### src/rtl/adc_cap_pkg.sv
package adc_cap_pkg;
  localparam int CH_NUM    = 2;
  localparam int SAMPLE_W  = 16;
  localparam int BIT_CNT_W = $clog2(SAMPLE_W + 1);

  typedef enum logic [1:0] {
    RX_IDLE  = 2'd0,
    RX_SETUP = 2'd1,
    RX_SHIFT = 2'd2
  } rxState_e;

  // Strobes and selects from the control to the datapath
  typedef struct packed {
    logic [CH_NUM-1:0] clrDone;  // clear end-of-transfer status
    logic [CH_NUM-1:0] trig;     // start a conversion
    logic [CH_NUM-1:0] wrHalf;   // half currently being filled
  } capStrobe_t;
endpackage

### src/rtl/adc_serial_rx.sv
module adc_serial_rx
  import adc_cap_pkg::*;
#(
  parameter int SETUP_W   = 8,
  parameter int SCLK_HALF = 2
) (
  input  logic                clk,
  input  logic                rstN,
  input  logic                trig,
  input  logic                clrDone,
  input  logic [SETUP_W-1:0]  setupCfg,
  input  logic                miso,
  output logic                csN,
  output logic                sclk,
  output logic                wordDone,
  output logic [SAMPLE_W-1:0] word
);
  localparam int DIV_W = (SCLK_HALF > 1) ? $clog2(SCLK_HALF) : 1;

  rxState_e              state;
  logic [SETUP_W-1:0]    setupCnt;
  logic [DIV_W-1:0]      divCnt;
  logic [BIT_CNT_W-1:0]  bitCnt;
  logic [SAMPLE_W-1:0]   shiftReg;
  logic                  doneFlag;
  logic                  halfEnd;
  logic                  startOk;
  logic                  finish;

  assign halfEnd = (divCnt == DIV_W'(SCLK_HALF - 1));
  assign startOk = trig && (state == RX_IDLE) && !doneFlag;
  assign finish  = (state == RX_SHIFT) && halfEnd && sclk &&
                   (bitCnt == BIT_CNT_W'(SAMPLE_W));
  assign word    = shiftReg;

  always_ff @(posedge clk or negedge rstN) begin
    if (!rstN) begin
      doneFlag <= 1'b0;
    end else if (finish) begin
      doneFlag <= 1'b1;
    end else if (clrDone) begin
      doneFlag <= 1'b0;
    end
  end

  always_ff @(posedge clk or negedge rstN) begin
    if (!rstN) begin
      state    <= RX_IDLE;
      csN      <= 1'b1;
      sclk     <= 1'b0;
      setupCnt <= '0;
      divCnt   <= '0;
      bitCnt   <= '0;
      shiftReg <= '0;
      wordDone <= 1'b0;
    end else begin
      wordDone <= 1'b0;
      case (state)
        RX_IDLE: begin
          if (startOk) begin
            csN      <= 1'b0;
            setupCnt <= '0;
            state    <= RX_SETUP;
          end
        end
        RX_SETUP: begin
          if (setupCnt == setupCfg) begin
            state  <= RX_SHIFT;
            divCnt <= '0;
            bitCnt <= '0;
          end else begin
            setupCnt <= setupCnt + 1'b1;
          end
        end
        RX_SHIFT: begin
          if (halfEnd) begin
            divCnt <= '0;
            if (!sclk) begin
              sclk     <= 1'b1;
              shiftReg <= {shiftReg[SAMPLE_W-2:0], miso};
              bitCnt   <= bitCnt + 1'b1;
            end else begin
              sclk <= 1'b0;
              if (bitCnt == BIT_CNT_W'(SAMPLE_W)) begin
                csN      <= 1'b1;
                state    <= RX_IDLE;
                wordDone <= 1'b1;
              end
            end
          end else begin
            divCnt <= divCnt + 1'b1;
          end
        end
        default: state <= RX_IDLE;
      endcase
    end
  end
endmodule

### src/rtl/adc_cap_ctrl.sv
module adc_cap_ctrl
  import adc_cap_pkg::*;
#(
  parameter int BATCH_LEN = 4,
  parameter int PER_W     = 16,
  parameter int IDX_W     = 2
) (
  input  logic                           clk,
  input  logic                           rstN,
  input  logic                           runEn,
  input  logic [PER_W-1:0]               periodCfg,
  input  logic                           bufRelease,
  input  logic                           ovfClear,
  input  logic [CH_NUM-1:0]              wordDone,
  output capStrobe_t                     ctl,
  output logic [CH_NUM-1:0][IDX_W-1:0]   wrIdx,
  output logic                           batchReady,
  output logic                           overflow
);
  localparam logic [IDX_W-1:0] LAST_IDX = IDX_W'(BATCH_LEN - 1);

  logic [PER_W-1:0]  sampleCnt;
  logic [PER_W:0]    nextCnt;
  logic              wrapNow;
  logic [CH_NUM-1:0] halfQ;
  logic              held;
  logic              fillMain;

  assign nextCnt = {1'b0, sampleCnt} + 1'b1;
  assign wrapNow = (nextCnt >= {1'b0, periodCfg});

  always_ff @(posedge clk or negedge rstN) begin
    if (!rstN) begin
      sampleCnt <= '0;
    end else if (!runEn || wrapNow) begin
      sampleCnt <= '0;
    end else begin
      sampleCnt <= nextCnt[PER_W-1:0];
    end
  end

  always_comb begin
    for (int c = 0; c < CH_NUM; c++) begin
      ctl.clrDone[c] = runEn && (sampleCnt == '0);
      ctl.trig[c]    = runEn && (sampleCnt == PER_W'(2 + c));
      ctl.wrHalf[c]  = halfQ[c];
    end
  end

  always_ff @(posedge clk or negedge rstN) begin
    if (!rstN) begin
      halfQ <= '0;
      wrIdx <= '0;
    end else begin
      for (int c = 0; c < CH_NUM; c++) begin
        if (wordDone[c]) begin
          if (wrIdx[c] == LAST_IDX) begin
            wrIdx[c] <= '0;
            halfQ[c] <= ~halfQ[c];
          end else begin
            wrIdx[c] <= wrIdx[c] + 1'b1;
          end
        end
      end
    end
  end

  assign fillMain = wordDone[0] && (wrIdx[0] == LAST_IDX);

  always_ff @(posedge clk or negedge rstN) begin
    if (!rstN) begin
      batchReady <= 1'b0;
      held       <= 1'b0;
      overflow   <= 1'b0;
    end else begin
      batchReady <= fillMain;
      if (fillMain) begin
        held <= 1'b1;
      end else if (bufRelease) begin
        held <= 1'b0;
      end
      if (fillMain && held && !bufRelease) begin
        overflow <= 1'b1;
      end else if (ovfClear) begin
        overflow <= 1'b0;
      end
    end
  end
endmodule

### src/rtl/adc_cap_datapath.sv
module adc_cap_datapath
  import adc_cap_pkg::*;
#(
  parameter int BATCH_LEN = 4,
  parameter int SETUP_W   = 8,
  parameter int SCLK_HALF = 2,
  parameter int IDX_W     = 2
) (
  input  logic                         clk,
  input  logic                         rstN,
  input  capStrobe_t                   ctl,
  input  logic [CH_NUM-1:0][IDX_W-1:0] wrIdx,
  input  logic [SETUP_W-1:0]           setupCfg,
  input  logic [CH_NUM-1:0]            adcMiso,
  input  logic                         rdCh,
  input  logic [IDX_W-1:0]             rdAddr,
  output logic [CH_NUM-1:0]            adcCsN,
  output logic [CH_NUM-1:0]            adcSclk,
  output logic [CH_NUM-1:0]            wordDone,
  output logic [SAMPLE_W-1:0]          rdData
);
  logic [SAMPLE_W-1:0] chRead [CH_NUM];
  logic                addrOk;

  assign addrOk = (32'(rdAddr) < BATCH_LEN);

  for (genvar c = 0; c < CH_NUM; c++) begin : g_ch
    logic [SAMPLE_W-1:0] rxWord;
    logic [SAMPLE_W-1:0] bufMem [2][BATCH_LEN];

    adc_serial_rx #(
      .SETUP_W  (SETUP_W),
      .SCLK_HALF(SCLK_HALF)
    ) rx_i (
      .clk     (clk),
      .rstN    (rstN),
      .trig    (ctl.trig[c]),
      .clrDone (ctl.clrDone[c]),
      .setupCfg(setupCfg),
      .miso    (adcMiso[c]),
      .csN     (adcCsN[c]),
      .sclk    (adcSclk[c]),
      .wordDone(wordDone[c]),
      .word    (rxWord)
    );

    always_ff @(posedge clk) begin
      if (wordDone[c]) begin
        bufMem[ctl.wrHalf[c]][wrIdx[c]] <= rxWord;
      end
    end

    assign chRead[c] = addrOk ? bufMem[~ctl.wrHalf[c]][rdAddr] : '0;
  end

  assign rdData = chRead[rdCh];
endmodule

### src/rtl/adc_batch_capture.sv
module adc_batch_capture
  import adc_cap_pkg::*;
#(
  parameter int BATCH_LEN = 4,
  parameter int PER_W     = 16,
  parameter int SETUP_W   = 8,
  parameter int SCLK_HALF = 2
) (
  input  logic                         clk,
  input  logic                         rstN,
  input  logic                         runEn,
  input  logic [PER_W-1:0]             periodCfg,
  input  logic [SETUP_W-1:0]           setupCfg,
  output logic [1:0]                   adcCsN,
  output logic [1:0]                   adcSclk,
  input  logic [1:0]                   adcMiso,
  input  logic                         rdCh,
  input  logic [$clog2(BATCH_LEN)-1:0] rdAddr,
  output logic [15:0]                  rdData,
  output logic                         batchReady,
  input  logic                         bufRelease,
  output logic                         overflow,
  input  logic                         ovfClear
);
  localparam int IDX_W = $clog2(BATCH_LEN);

  capStrobe_t                   ctl;
  logic [CH_NUM-1:0][IDX_W-1:0] wrIdx;
  logic [CH_NUM-1:0]            wordDone;

  adc_cap_ctrl #(
    .BATCH_LEN(BATCH_LEN),
    .PER_W    (PER_W),
    .IDX_W    (IDX_W)
  ) ctrl_i (
    .clk       (clk),
    .rstN      (rstN),
    .runEn     (runEn),
    .periodCfg (periodCfg),
    .bufRelease(bufRelease),
    .ovfClear  (ovfClear),
    .wordDone  (wordDone),
    .ctl       (ctl),
    .wrIdx     (wrIdx),
    .batchReady(batchReady),
    .overflow  (overflow)
  );

  adc_cap_datapath #(
    .BATCH_LEN(BATCH_LEN),
    .SETUP_W  (SETUP_W),
    .SCLK_HALF(SCLK_HALF),
    .IDX_W    (IDX_W)
  ) dp_i (
    .clk     (clk),
    .rstN    (rstN),
    .ctl     (ctl),
    .wrIdx   (wrIdx),
    .setupCfg(setupCfg),
    .adcMiso (adcMiso),
    .rdCh    (rdCh),
    .rdAddr  (rdAddr),
    .adcCsN  (adcCsN),
    .adcSclk (adcSclk),
    .wordDone(wordDone),
    .rdData  (rdData)
  );
endmodule

### config.mk
export PLATFORM = sky130hd
export DESIGN_NAME = adc_batch_capture
export DESIGN_NICKNAME = d
export VERILOG_FILES = /design/src/rtl/adc_cap_pkg.sv /design/src/rtl/adc_serial_rx.sv /design/src/rtl/adc_cap_ctrl.sv /design/src/rtl/adc_cap_datapath.sv /design/src/rtl/adc_batch_capture.sv
export SDC_FILE = /design/constraint.sdc
export NUM_CORES = 1
export LEC_CHECK = 0
export BUFFER_PORTS_ARGS = -buffer_cell sky130_fd_sc_hd__buf_2
export CAP_MARGIN = 20
export CORE_MARGIN = 1.5
export CORE_UTILIZATION = 35
export DETAILED_ROUTE_END_ITERATION = 8
export HOLD_SLACK_MARGIN = 0.02
export PLACE_DENSITY = 0.49
export SYNTH_ARGS = -nofsm -noshare
export SYNTH_HDL_FRONTEND = slang
export SYNTH_SLANG_ARGS = --single-unit
### constraint.sdc
create_clock -name clk -period 6.8 [get_ports clk]
set_input_delay 0.34 -clock clk [delete_from_list [all_inputs] [get_ports clk]]
set_output_delay 0.34 -clock clk [all_outputs]
set_load 0.005 [all_outputs]
==> results of run 1 <==
==> worst max path at each step <==
stage                                        from                              to  slack, ns  depth (start not counted)
floorplan           ctrl_i.sampleCnt[0]$_DFF_PN0_  ctrl_i.sampleCnt[10]$_DFF_PN0_       3.98                         12
global placement    ctrl_i.sampleCnt[0]$_DFF_PN0_  ctrl_i.sampleCnt[10]$_DFF_PN0_       3.40                         11
detailed placement  ctrl_i.sampleCnt[0]$_DFF_PN0_  ctrl_i.sampleCnt[15]$_DFF_PN0_       3.33                         11
CTS                 ctrl_i.sampleCnt[0]$_DFF_PN0_   ctrl_i.sampleCnt[5]$_DFF_PN0_       3.29                         11
global route        ctrl_i.sampleCnt[0]$_DFF_PN0_  ctrl_i.sampleCnt[15]$_DFF_PN0_       3.02                         11
finish              ctrl_i.sampleCnt[0]$_DFF_PN0_  ctrl_i.sampleCnt[15]$_DFF_PN0_       3.38                         11
==> per-stage QoR <==
stage | hold slack (ns) | std cells | cell area (sq um) | power (mW) | worst slack (ns)
after global routing | 0.04868 | 1479 | 16920 | 4.889 | 3.019
after global placement | 0.4415 | 1403 | 15590 | 2.638 | 3.401
after floorplan | 0.04441 | 827 | 14660 | 2.558 | 3.979
after detailed placement | 0.4489 | 1404 | 15610 | 2.640 | 3.332
final | 0.06663 | 1479 | 16920 | 4.708 | 3.384
after CTS | 0.04542 | 1478 | 16920 | 4.780 | 3.288
==> cells by family after synthesis <==
| logic type | synth area share [%] |
|---|---|
| AO/OA/AOI/OAI | 1.904 |
| AND/OR/NAND/NOR | 6.121 |
| flip-flops | 69.03 |
| adder cells (fa/ha/maj) | 2.817 |
| XOR/XNOR | 2.331 |
| buffers and inverters | 2.262 |
| multiplexers | 15.53 |
==> power breakdown <==
| part | switching (mW) | total (mW) | internal (mW) |
|---|---|---|---|
| Clock | 0.843 | 2.12 | 1.27 |
| Sequential | 0.0597 | 2.40 | 2.34 |
| Combinational | 0.104 | 0.190 | 0.0852 |
==> final cells by class <==
cell class | instances | share of cell area, %
multi-input cells | 401 | 24.92
clock buffers | 47 | 6.070
inverters | 41 | 0.9094
clock inverters | 25 | 1.567
well taps | 532 | 3.933
flip-flops and latches | 353 | 59.80
repair buffers | 80 | 2.809
==> layer usage <==
metal  vias to the layer above  wire length (um)  GRT usage [%]
met3                        36              1315          2.693
met2                       135             15320          24.94
li1                       3371                 -              -
met1                      3832             13890          19.84
met4                         0               451          3.549
met5                         -                 0              0
==> state kept, by name, indices dropped and copies added, names as in the netlist, 4 cells and up <==
signal / count
dp_i.g_ch.bufMem: 256
ctrl_i.wrIdx: 4
dp_i.g_ch.rx_i.bitCnt: 10
dp_i.g_ch.rx_i.word: 32
ctrl_i.sampleCnt: 16
dp_i.g_ch.rx_i.state: 4
dp_i.g_ch.rx_i.setupCnt: 16
==> critical path: cells and delay by family, from the launching register on <==
family	cells	cell delay, ns
AO/OA/AOI/OAI	1	0.28
flip-flops	1	0.45
adder cells (fa/ha/maj)	2	0.53
AND/OR/NAND/NOR	7	1.85
XOR/XNOR	1	0.21
==> cell usage after synthesis (2+ instances only) <==
cell type,count
nand3b_1,3
buf_1,7
buf_4,4
dfstp_2,2
nand4_1,18
xnor2_1,19
nor2b_1,19
clkbuf_1,7
ha_1,33
nor4_1,3
nor4_2,2
buf_6,4
edfxtp_1,256
a21o_1,3
nand3_1,11
nor2_1,27
and4_1,2
a21oi_1,6
o21ai_0,15
inv_1,41
o31ai_1,4
mux4_2,80
or2_2,2
nor3_1,7
xor2_1,20
nand2_1,33
and2_1,6
o41ai_1,2
buf_2,9
or3_1,2
dfrtp_1,95
and3_1,11
mux2_2,35
nor4b_1,3
nand2b_1,9
mux2i_1,8
o21a_1,2
o211ai_1,2
==> metrics, run 1 <==
core area=between 40000 and 50000 sq um; arrival time worst endpoint=~3.9 ns; Synth area leader=edfxtp_1; fin crit share=50.24%; Skew-Pair Late Insertion Delay=around 0.53 ns; largest net degree at the start of global routing=65; GRT Resource Usage Total=14.77%; clock sink count=353; final setup violation count=0; CTS tree=yes; number of global-route vias before repair=7661; overall die width=roughly 210 um; FF-to-FF End=ctrl_i.sampleCnt[15]$_DFF_PN0_; fin nets=983; GRT Residual Overflow=0; fraction of registers with async set/reset=27.48%; Max stage delay on crit path=approximately 0.60 ns; H-tree Lvls=2; RSZ-0062 raised after global routing=no; critical path type=flop to flop; Mapped Area=14660 sq um; CP Max Fanout=16; ys flop type=edfxtp_1; Starting DRT DRC Count=about 360; Die H=207.6 um; register area share after synthesis=69.03%; antenna-violating nets left=0; CTS Buf Count=39; area of the multi-input gates=4217 sq um; initial antenna violation count=0; worst path cell trace=ha_1 -> nand3_1 -> or3_4 -> nor3_1 -> xor2_1 -> ha_1 -> nand3_1 -> nor3_1 -> a221oi_1 -> nand4_1 -> nor2b_1; Post-CTS Resized=0; n_diodes=0; remaining routing DRC violations=0; post-synth top area share=52.45%; reg2reg start=ctrl_i.sampleCnt[0]$_DFF_PN0_; Required @ worst endpoint=7.23 ns; Pleak=6.193 nW; final setup TNS=0 ns; Max-cap violations=0; layout cells sized above 1=28.51%; initial core utilization=a little over a third; per-cell routed wire length=20.95 um; commonest cells after routing, fill and taps aside=edfxtp_1, dfrtp_1, mux4_2; peak supply drop=around 0.15 mV; skew final=approximately 0.025 ns; Final Hold Fails=0; R2R setup slack=3.38 ns; Initial DRT Pass Iterations=7; Max Freq=around 0.29 GHz; Area contributors post-synth=edfxtp_1, dfrtp_1, mux4_2, ha_1, mux2_2; hold depth=2; # hold bufs at CTS=2; status=finished clean; syn avg cell area=between 15 and 20 sq um; Hold EP=dp_i.g_ch[0].rx_i.word[0]$_DFFE_PN0P_; CP Capture Type=flop; reg2reg path depth=11; Clk pin slew, worst setup/hold paths=~0.06 ns; Register Area=10120 sq um; Syn. warnings=0; Setup crit start kind=flop; most common library cell in the layout ignoring fill and taps=edfxtp_1; Routed WL=30.98 mm; EDFF count, synth=256; hold path startpoint=adcMiso[0]; die area=about 43000 sq um; Post-CTS Setup Inserts=0; Syn Inst Count=827; Tightest Pin Transition=between 1 and 1.5 ns; global-route wire length before repair=approximately 48 mm; Core Util, Final=41.17%; post-route minimum period=about 3.4 ns; worst min path class=input pin to flop; Layout area overhead=15.48%; Slew Viols, Final=0; Clock Root Buffer=clkbuf_16; dpl hpwl=18.55 mm; via count=7374; # fillers=3731; Yosys cell types=53; cell row count=74; net count after synthesis=894; Ports=56; Yosys reg bits=353; Max clock buf depth=3; gpl congestion=0.7602; vias per cell=4.986; slowest stage cell on the critical path=nand4_1; port buffer count=55; slew margin rel.=31.87%; pwr/cell area=278.2 nW/um^2
Note: power is estimated with default switching activity, not from simulation.
==> run 2, diff against run 1 <==
Settings changed: ABC_AREA set to 1.
Clock period 6.8 ns to 3.4 ns, I/O delays scaled along.
==> run 2 against run 1 <==
Effect of this change: sequential power increased by 95%; utilization decreased by 0.11 points; area after synthesis increased by 5.5%; critical path type is now flop to output pin; critical endpoint is now rdData[9]; largest cell class unchanged.
==> metrics, run 2 <==
status=finished clean; Syn Inst Count=1300; CTS tree=yes; critical path type=flop to output pin; Layout area overhead=15.19%; H-tree Lvls=2; hold path startpoint=runEn; per-cell routed wire length=18.03 um; Pleak=about 6.6 nW; GRT Residual Overflow=0; final setup violation count=0; worst path cell trace=clkinv_1 -> buf_4 -> nor2_1 -> nor2_1 -> o21ai_0 -> o211ai_1 -> o211ai_1 -> nand2_1 -> buf_2; via count=9729; largest net degree at the start of global routing=69; port buffer count=55; worst min path class=input pin to flop; skew final=between 0.02 and 0.025 ns; Syn. warnings=0; Tightest Pin Transition=1.089 ns; n_diodes=0; core area=43360 sq um; Max Freq=approximately 0.35 GHz; top-count cell post-synth=edfxtp_1; antenna-violating nets left=0; fin nets=1442; worst hold slack=0.1125 ns; fraction of registers with async set/reset=27.48%; remaining routing DRC violations=0; Die H=213.1 um; pwr/cell area=~510 nW/um^2; EDFF count, synth=about 260; R2R setup slack=0.63 ns; peak supply drop=between 0.3 and 0.4 mV; FF-to-FF End=ctrl_i.sampleCnt[2]$_DFF_PN0_; die area=45430 sq um; Largest delay share family, worst path=buffers and inverters; GRT Resource Usage Total=16.34%; Yosys cell types=50; gpl congestion=0.7831; Clock Root Buffer=clkbuf_16; post-route minimum period=2.842 ns; CP Max Fanout=28; vias per cell=4.886; CP endpoint=rdData[9]; Post-CTS Resized=0; slowest stage cell on the critical path=dfrtp_2; Clk pin slew, worst setup/hold paths=around 0.060 ns; global-route wire length before repair=55.80 mm; final setup TNS=0 ns; Skew-Pair Late Insertion Delay=~0.57 ns; Post-synth top cells=edfxtp_1, nand2_1, nor2_1; fin crit share=a little over four fifths; Critical path buffers and inverters=3; Max-cap violations=0; reg2reg path depth=19; ys flop type=edfxtp_1; reg2reg start=ctrl_i.sampleCnt[0]$_DFF_PN0_; Setup crit start kind=flop; crit path launch=ctrl_i.halfQ[1]$_DFFE_PN0P_; number of global-route vias before repair=9719; most common library cell in the layout ignoring fill and taps=edfxtp_1; Mapped Area=15460 sq um; Yosys reg bits=around 350; initial core utilization=35.64%; net count after synthesis=1367; PnR Total Power=approximately 9 mW; Starting DRT DRC Count=575; syn avg cell area=11.89 sq um; CP Capture Type=output pin; Initial DRT Pass Iterations=4; Ports=between 50 and 60; commonest cells after routing, fill and taps aside=edfxtp_1, nand2_1, nor2_1; overall die width=roughly 210 um; RSZ-0062 raised after global routing=no; clock sink count=353; Area contributors post-synth=edfxtp_1, dfrtp_1, nand2_1, nor2_1, o21ai_0; initial antenna violation count=0; Slew Viols, Final=0; Routed WL=35.90 mm; layout cells sized above 1=14.65%; instance count on the critical path=9; arrival time worst endpoint=roughly 2.7 ns; cell row count=76; CTS Buf Count=40; register area share after synthesis=65.46%; slew margin rel.=27.19%; Max stage delay on crit path=approximately 0.58 ns; max FFs per register=around 260; post-synth top area share=49.74%; dpl hpwl=between 20 and 25 mm; Final Hold Fails=0; Synth area leader=edfxtp_1; Required @ worst endpoint=between 3 and 4 ns; Max clock buf depth=3
## run 2: cell count changes after synthesis, moves of 19 or more
| cell | previous run | this run |
|---|---|---|
| o211ai_1 | 2 | 32 |
| nor2_1 | 27 | 144 |
| mux4_2 | 80 | 0 |
| clkbuf_1 | 7 | 34 |
| nor2b_1 | 19 | 0 |
| mux2i_1 | 8 | 48 |
| nand3_1 | 11 | 59 |
| nand2_1 | 33 | 164 |
| inv_1 | 41 | 107 |
| o21ai_0 | 15 | 108 |
| o221ai_1 | 0 | 32 |
| mux2_2 | 35 | 13 |
## run 2: cells by family (layout without fill, tap and decap cells)
group / count (synthesis) / in the layout / share of synthesized area, %
muxes: 62 / 62 / 4.129
DFF: 353 / 353 / 65.46
buffers and inverters: 170 / 276 / 4.541
and+or+nand+nor: 440 / 440 / 12.92
AOI/OAI and AO/OA: 205 / 205 / 8.184
xor gates and xnor gates: 37 / 37 / 2.097
adders and majority gates: 33 / 33 / 2.671
## run 2: area by class of cell
type                       count  area [sq um]
sequential                   353         10120
tap                          585         732.0
timing repair buffer          90         595.6
clock buffer                  59          1124
clock inverter                14         101.3
fill                        4170         25560
inverter                     113         424.2
multi-input combinational    777          4707
## run 2: power breakdown
group,internal [mW],switching [mW],total [mW]
combinational,0.105,0.191,0.296
sequential,4.64,0.0465,4.68
clock,2.30,1.72,4.02
total,7.05,1.96,9.00
## run 2: worst min-delay path by stage
stage | to | slack, ns | depth (start not counted)
after floorplan | ctrl_i.batchReady$_DFF_PN0_ | -0.13 | 0
after CTS | dp_i.g_ch[1].rx_i.state[1]$_DFFE_PN0P_ | 0.09 | 5
after global placement | ctrl_i.sampleCnt[14]$_DFF_PN0_ | 0.30 | 1
after global routing | dp_i.g_ch[1].rx_i.state[1]$_DFFE_PN0P_ | 0.12 | 5
final | dp_i.g_ch[1].rx_i.state[1]$_DFFE_PN0P_ | 0.11 | 5
after detailed placement | ctrl_i.sampleCnt[13]$_DFF_PN0_ | 0.30 | 1
## run 2: timing repair
item,CTS,global route
setup buffers,0,0
setup endpoints to repair,0,0
hold endpoints to repair,49,0
hold buffers,6,0
## run 2: worst reg2reg max path, cell delays in order (launching register included)
cell and delay [ns]:
dfrtp_1 0.43, ha_1 0.25, nand3_2 0.13, nor2_4 0.15, nand3_4 0.10, nor2_4 0.12
nand2_1 0.08, o21ai_0 0.15, nand2_1 0.11, inv_1 0.07, ha_1 0.23, nand2_1 0.06
inv_1 0.04, nand3_1 0.07, nor2_1 0.04, nand3_1 0.08, nand3b_2 0.08, nor2_2 0.14
nand2_4 0.19, nor2_1 0.15
## run 2: layer usage
metal / vias up / part of all wire, % / global-route usage [%]
met5: - / 0 / 0
met3: 49 / 3.9 / 2.897
met2: 164 / 46 / 26.74
met1: 4788 / 48 / 22.33
met4: 0 / 2.0 / 4.492
li1: 4728 / - / -
## run 2: through the flow
step	instance area (sq um)	utilization [%]	instances	setup slack [ns]
after floorplan	15460	-	1300	0.9626
after global placement	16520	38.09	1912	0.7501
after detailed placement	16520	38.09	1912	0.6401
after CTS	17800	41.06	1991	0.4984
after global routing	17800	41.06	1991	0.3181
final	17800	41.06	1991	0.5578
